$ cat src/rtl/sram_core_pkg.sv
package sram_core_pkg;
  typedef enum logic [1:0] {
    CYC_OFF = 2'd0,
    CYC_RD  = 2'd1,
    CYC_WR  = 2'd2
  } cyc_e;
endpackage

$ cat src/rtl/sram_rst_sync.sv
module sram_rst_sync (
  input  logic clk,
  input  logic rst_n,
  output logic rst_sync_n
);
  logic [1:0] sync_q;

  always_ff @(posedge clk or negedge rst_n) begin
    if (!rst_n) sync_q <= 2'b00;
    else        sync_q <= {sync_q[0], 1'b1};
  end

  assign rst_sync_n = sync_q[1];
endmodule

$ cat src/rtl/sram_wr_decode.sv
module sram_wr_decode #(
  parameter int LANES = 4
) (
  input  logic             gw_n,
  input  logic             bwe_n,
  input  logic [LANES-1:0] bsel_n,
  output logic [LANES-1:0] lane_we
);
  for (genvar g = 0; g < LANES; g++) begin : g_lane
    // global write overrides the byte path
    assign lane_we[g] = !gw_n || (!bwe_n && !bsel_n[g]);
  end
endmodule

$ cat src/rtl/sram_access_seq.sv
module sram_access_seq
  import sram_core_pkg::*;
#(
  parameter int AW = 4
) (
  input  logic          clk,
  input  logic          rst_n,
  input  logic          proc_stb_n,
  input  logic          ctrl_stb_n,
  input  logic          ce_a_n,
  input  logic          ce_b,
  input  logic          ce_c_n,
  input  logic [AW-1:0] addr_i,
  input  logic          wr_req,
  output cyc_e          cyc_q,
  output logic [AW-1:0] addr_q,
  output logic          wr_take,
  output logic [AW-1:0] wr_addr
);
  logic proc_go;
  logic ctrl_go;
  logic start;
  logic sel_ok;
  cyc_e cyc_d;

  always_comb begin
    proc_go = !proc_stb_n && !ce_a_n;
    ctrl_go = !ctrl_stb_n && proc_stb_n;
    start   = proc_go || ctrl_go;
    sel_ok  = !ce_a_n && ce_b && !ce_c_n;
    cyc_d   = cyc_q;
    wr_take = 1'b0;
    wr_addr = addr_q;
    if (start) begin
      wr_addr = addr_i;
      if (!sel_ok) begin
        cyc_d = CYC_OFF;
      end else if (ctrl_go && wr_req) begin
        cyc_d   = CYC_WR;
        wr_take = 1'b1;
      end else begin
        cyc_d = CYC_RD;
      end
    end else if (cyc_q != CYC_OFF) begin
      if (wr_req) begin
        cyc_d   = CYC_WR;
        wr_take = 1'b1;
      end else begin
        cyc_d = CYC_RD;
      end
    end
  end

  always_ff @(posedge clk or negedge rst_n) begin
    if (!rst_n) cyc_q <= CYC_OFF;
    else        cyc_q <= cyc_d;
  end

  always_ff @(posedge clk or negedge rst_n) begin
    if (!rst_n)     addr_q <= '0;
    else if (start) addr_q <= addr_i;
  end
endmodule

$ cat src/rtl/sram_lane_array.sv
module sram_lane_array #(
  parameter int AW     = 4,
  parameter int LANES  = 4,
  parameter int LANE_W = 8
) (
  input  logic                         clk,
  input  logic [LANES-1:0]             lane_we,
  input  logic [AW-1:0]                wr_addr,
  input  logic [LANES-1:0][LANE_W:0]   wr_lane,
  input  logic [AW-1:0]                rd_addr,
  output logic [LANES-1:0][LANE_W:0]   rd_lane
);
  localparam int DEPTH = 1 << AW;

  for (genvar g = 0; g < LANES; g++) begin : g_lane
    logic [LANE_W:0] mem [DEPTH];

    always_ff @(posedge clk) begin
      if (lane_we[g]) mem[wr_addr] <= wr_lane[g];
    end

    assign rd_lane[g] = mem[rd_addr];
  end
endmodule

$ cat src/rtl/sram_bytewr_core.sv
module sram_bytewr_core
  import sram_core_pkg::*;
#(
  parameter int AW     = 4,
  parameter int LANES  = 4,
  parameter int LANE_W = 8
) (
  input  logic                            clk,
  input  logic                            rst_n,
  input  logic                            proc_stb_n,
  input  logic                            ctrl_stb_n,
  input  logic                            ce_a_n,
  input  logic                            ce_b,
  input  logic                            ce_c_n,
  input  logic [AW-1:0]                   addr_i,
  input  logic                            gw_n,
  input  logic                            bwe_n,
  input  logic [LANES-1:0]                bsel_n,
  input  logic                            oe_n,
  input  logic [LANES*(LANE_W+1)-1:0]     wr_data,
  output logic [LANES*(LANE_W+1)-1:0]     rd_data,
  output logic                            rd_drive
);
  localparam int DATA_W = LANES * LANE_W;
  localparam int BUS_W  = LANES * (LANE_W + 1);

  logic                       rst_sync_n;
  logic [LANES-1:0]           lane_sel;
  logic [LANES-1:0]           lane_we;
  logic                       wr_req;
  logic                       wr_take;
  cyc_e                       cyc_q;
  logic [AW-1:0]              addr_q;
  logic [AW-1:0]              wr_addr;
  logic [LANES-1:0][LANE_W:0] wr_lane;
  logic [LANES-1:0][LANE_W:0] rd_lane;
  logic [BUS_W-1:0]           rd_word;

  sram_rst_sync u_rst (
    .clk        (clk),
    .rst_n      (rst_n),
    .rst_sync_n (rst_sync_n)
  );

  sram_wr_decode #(.LANES(LANES)) u_dec (
    .gw_n    (gw_n),
    .bwe_n   (bwe_n),
    .bsel_n  (bsel_n),
    .lane_we (lane_sel)
  );

  assign wr_req  = |lane_sel;
  assign lane_we = lane_sel & {LANES{wr_take}};

  sram_access_seq #(.AW(AW)) u_seq (
    .clk        (clk),
    .rst_n      (rst_sync_n),
    .proc_stb_n (proc_stb_n),
    .ctrl_stb_n (ctrl_stb_n),
    .ce_a_n     (ce_a_n),
    .ce_b       (ce_b),
    .ce_c_n     (ce_c_n),
    .addr_i     (addr_i),
    .wr_req     (wr_req),
    .cyc_q      (cyc_q),
    .addr_q     (addr_q),
    .wr_take    (wr_take),
    .wr_addr    (wr_addr)
  );

  // lane n: data bits in the low field, parity bit in the top field
  for (genvar g = 0; g < LANES; g++) begin : g_map
    assign wr_lane[g] = {wr_data[DATA_W + g], wr_data[g*LANE_W +: LANE_W]};
    assign rd_word[g*LANE_W +: LANE_W] = rd_lane[g][LANE_W-1:0];
    assign rd_word[DATA_W + g]         = rd_lane[g][LANE_W];
  end

  sram_lane_array #(.AW(AW), .LANES(LANES), .LANE_W(LANE_W)) u_arr (
    .clk     (clk),
    .lane_we (lane_we),
    .wr_addr (wr_addr),
    .wr_lane (wr_lane),
    .rd_addr (addr_q),
    .rd_lane (rd_lane)
  );

  assign rd_drive = (cyc_q == CYC_RD) && !oe_n;
  assign rd_data  = rd_drive ? rd_word : '0;
endmodule

$ cat config.mk
export PLATFORM = sky130hd
export DESIGN_NAME = sram_bytewr_core
export DESIGN_NICKNAME = d
export VERILOG_FILES = /design/src/rtl/sram_core_pkg.sv /design/src/rtl/sram_rst_sync.sv /design/src/rtl/sram_wr_decode.sv /design/src/rtl/sram_access_seq.sv /design/src/rtl/sram_lane_array.sv /design/src/rtl/sram_bytewr_core.sv
export SDC_FILE = /design/constraint.sdc
export NUM_CORES = 1
export LEC_CHECK = 0
export ABC_AREA = 1
export BUFFER_PORTS_ARGS = -buffer_cell sky130_fd_sc_hd__buf_2
export CAP_MARGIN = 20
export CELL_PAD_IN_SITES_DETAIL_PLACEMENT = 0
export CELL_PAD_IN_SITES_GLOBAL_PLACEMENT = 1
export CORE_MARGIN = 3
export CORE_UTILIZATION = 51
export CTS_BUF_LIST = sky130_fd_sc_hd__clkbuf_8
export DETAILED_ROUTE_END_ITERATION = 16
export PLACE_DENSITY = 0.92
export SETUP_SLACK_MARGIN = 0.5
export SYNTH_ARGS = -nofsm -noshare
export SYNTH_HDL_FRONTEND = slang
export SYNTH_SLANG_ARGS = --single-unit
$ cat constraint.sdc
create_clock -name clk -period 1.8 [get_ports clk]
set_input_delay 0.27 -clock clk [delete_from_list [all_inputs] [get_ports clk]]
set_output_delay 0.27 -clock clk [all_outputs]
set_load 0.01 [all_outputs]
==> flow_summary_export.csv <==
group,metric,value,unit
synthesis,synth_top_cell_by_area,"edfxtp_1",
synthesis,yosys_warnings,0,
die,io-pin-count,91,
final_layout,final_core_util,0.6621,
critical_path,crit_path_end_kind,"primary output",
critical_path,critPathLaunchType,"flop",
critical_path,cp_max_fo,7,
critical_path,crit_type,"reg2out",
synthesis,synth-seq-cells,584,
synthesis,synth_common_cells,"nand2_1, edfxtp_1, nand3_1",
final_layout,fillers,3321,
die,die_h,227.3,um
sta,drv_slew,0,
clock_tree,clk_path_buf_depth,3,
global_routing,grt_use_total,0.2589,
synthesis,ys_seq_area_frac,0.7007,
die,die-width,227.3,um
synthesis,ys_async_sr_fraction,0.01370,
drt,vias,18760,
status,status,"complete, but fails checks",
place,dp_hpwl,41.39,mm
synthesis,synthCells,2402,
clock_tree,numCtsBuffers,90,
clock_tree,clkTransAtPathRegs,0.06,ns
sta,setup_ws,-0.9286,ns
sta,post-route-period-util,1.516,
min_path,hold_path_class,"in2reg",
clock_tree,h-tree-depth,3,
sta,max_clock_freq,366.5,MHz
global_routing,grt_pass1_vias,18030,
clock_tree,clockRootBuffer,"clkbuf_8",
power_and_ir_drop,vdd_drop_max,0.6788,mV
sta,rsz0062_at_grt,"true",
sta,setup_viol,613,
place,dp_worst_setup_slack,-0.5076,ns
flow_run,maxCapViolCount,0,
final_layout,syn2layout_area_growth,27.38,%
synthesis,yosys-top-cells-area,"edfxtp_1, nand2_1, nand3_1",
global_routing,overflow,0,
synthesis,synth_cell_type_count,26,
final_layout,seqCellArea,0.01751,mm2
die,rows,80,
die,initial_core_util,0.5197,
synthesis,synth_edf_count,576,
sta,tightest_slew,0.6922,ns
clock_tree,cts_tree,"built",
critical_path,cp.required,1.53,ns
global_routing,grt_pass1_wl,101.4,mm
final_layout,fin_nets,2745,
sta,period_minus_slack,2.729,ns
die,coreArea,0.04805,mm2
drt,via_per_inst,5.561,
synthesis,synth_nets,2456,
clock_tree,insertion_delay,0.66,ns
place,globalplace.congestion,0.9167,
status,violations,"negative setup slack",
synthesis,synth_top_area_share,0.6927,
synthesis,syn_area,0.02497,mm2
sta,hold_viol,0,
sta,fin_worst_skew,0.02120,ns
die,dieArea,0.05165,mm2
drt,ant_nets,0,
critical_path,critPathArrivalTime,2.46,ns
final_layout,drive_above_1_share,0.2643,
drt,wl,70.43,mm
clock_tree,cts.sinks,584,
synthesis,yosys.cell_count.top_type,"nand2_1",
drt,drtIter0Drc,2245,
final_layout,multi_input_area,0.007078,mm2
synthesis,syn-mean-instance-area,10.40,um2
global_routing,antenna_found_initial,0,
power_and_ir_drop,power.density,973.0,mW/mm2
power_and_ir_drop,leakagePower,13.32,nW
final_layout,antenna_cells,0,
place,port-buffer-count,90,
synthesis,ys_dominant_reg_cell,"edfxtp_1",
drt,post_drt_wl_per_cell,20.88,um
global_routing,grt_max_degree,45,
sta,relSlewSlack,0.5385,
drt,drc,0,
drt,firstDrtPassIters,7,
-- report_power, final --
part / switching, mW / internal, mW
logic: 3.53 / 2.18
clock network: 4.99 / 5.04
registers: 0.0692 / 15.1
-- kinds of logic (layout without fill, tap and decap cells) --
| kind of cell | after synthesis | after routing | synth area share |
|---|---|---|---|
| AOI/OAI and AO/OA | 50 | 50 | 0.01027 |
| buffers and inverters | 426 | 782 | 0.06814 |
| DFF | 584 | 584 | 0.7007 |
| other | 1 | 1 | 0.0001502 |
| and+or+nand+nor | 1341 | 1341 | 0.2208 |
-- state kept, by name (all words and copies together) (netlist names) --
signal	count
u_seq.addr_q	4
u_seq.cyc_q	2
u_arr.g_lane.mem	576
u_rst.sync_q	2
-- critical path, cell delays in order, from the launching register on --
cell and delay [ns]:
dfrtp_4 0.56, inv_12 0.11, clkbuf_16 0.17, clkbuf_16 0.16, nand2_1 0.07, nand2_1 0.09
nand2_2 0.07, nand3_2 0.10, nand3_2 0.09, a21oi_2 0.23, buf_2 0.17
-- routing by layer --
metal	track usage	wire length (um)	up-vias
li1	-	-	8460
met1	0.3414	26730	9054
met2	0.4289	34790	1071
met3	0.05480	6699	173
met4	0.09474	2209	0
met5	0	0	-
-- stage by stage --
stage,cell area [um2],hold WS [ns],total power [mW],cells,setup TNS [ns]
after floorplan,25130,-0.02559,17.81,2402,-24.91
after global placement,27850,0.05629,19.69,3157,-216.87
after detailed placement,27850,0.05789,19.79,3157,-257.83
after CTS,30580,0.01366,30.23,3347,-191.21
after global routing,31810,0.03385,32.01,3373,-294.34
final,31810,0.04536,30.95,3373,-270.42
-- cell usage in the layout, fill, tap and decap left out, types with 4 or more instances in the layout --
cell and instances:
inv_1 322, o21ai_0 5, nand2_4 7, clkbuf_8 96, nor2_4 29, a21oi_2 29
nand3_2 122, clkbuf_16 12, dfrtp_1 4, buf_16 11, nand2_2 50, buf_2 88
clkinv_2 11, o21ai_1 5, buf_12 62, edfxtp_1 576, buf_4 78, clkinv_1 22
nor2_2 43, nand2_1 839, nand3_1 239, nor2_1 5, a21oi_1 4, buf_6 67
-- final timing paths --
kind / start / endpoint / slack, ns / depth (start not counted)
max reg2reg: u_seq.addr_q[2] / u_arr.g_lane[1].mem[9][3] / -0.57 / 7
max in group asynchronous: rst_n / u_rst.sync_q[0] / 1.20 / 3
min in group asynchronous: u_rst.sync_q[1] / u_seq.addr_q[1] / 0.15 / 0
min reg2reg: u_rst.sync_q[1] / u_seq.addr_q[1] / 0.15 / 0
min: wr_data[28] / u_arr.g_lane[3].mem[7][4] / 0.05 / 1
max: u_seq.addr_q[0] / rd_data[6] / -0.93 / 10
-- what timing repair did --
item                                    in CTS  in global routing
setup buffers                               15                  6
hold endpoints to repair                     4                  0
resized for setup                          170                193
endpoints found under the setup margin     613                614
pin swaps                                   48                 71
gates cloned                                13                 20
hold buffers                                 3                  0
-- layout make-up --
type,count,share of cell area
Sequential cell,584,0.5504
Clock inverter,63,0.009047
Timing Repair Buffer,323,0.1164
Multi-Input combinational cell,1392,0.2225
Clock buffer,96,0.04154
Inverter,300,0.03587
Tap cell,615,0.02419
No activity file was read; power rests on OpenSTA's default activity.
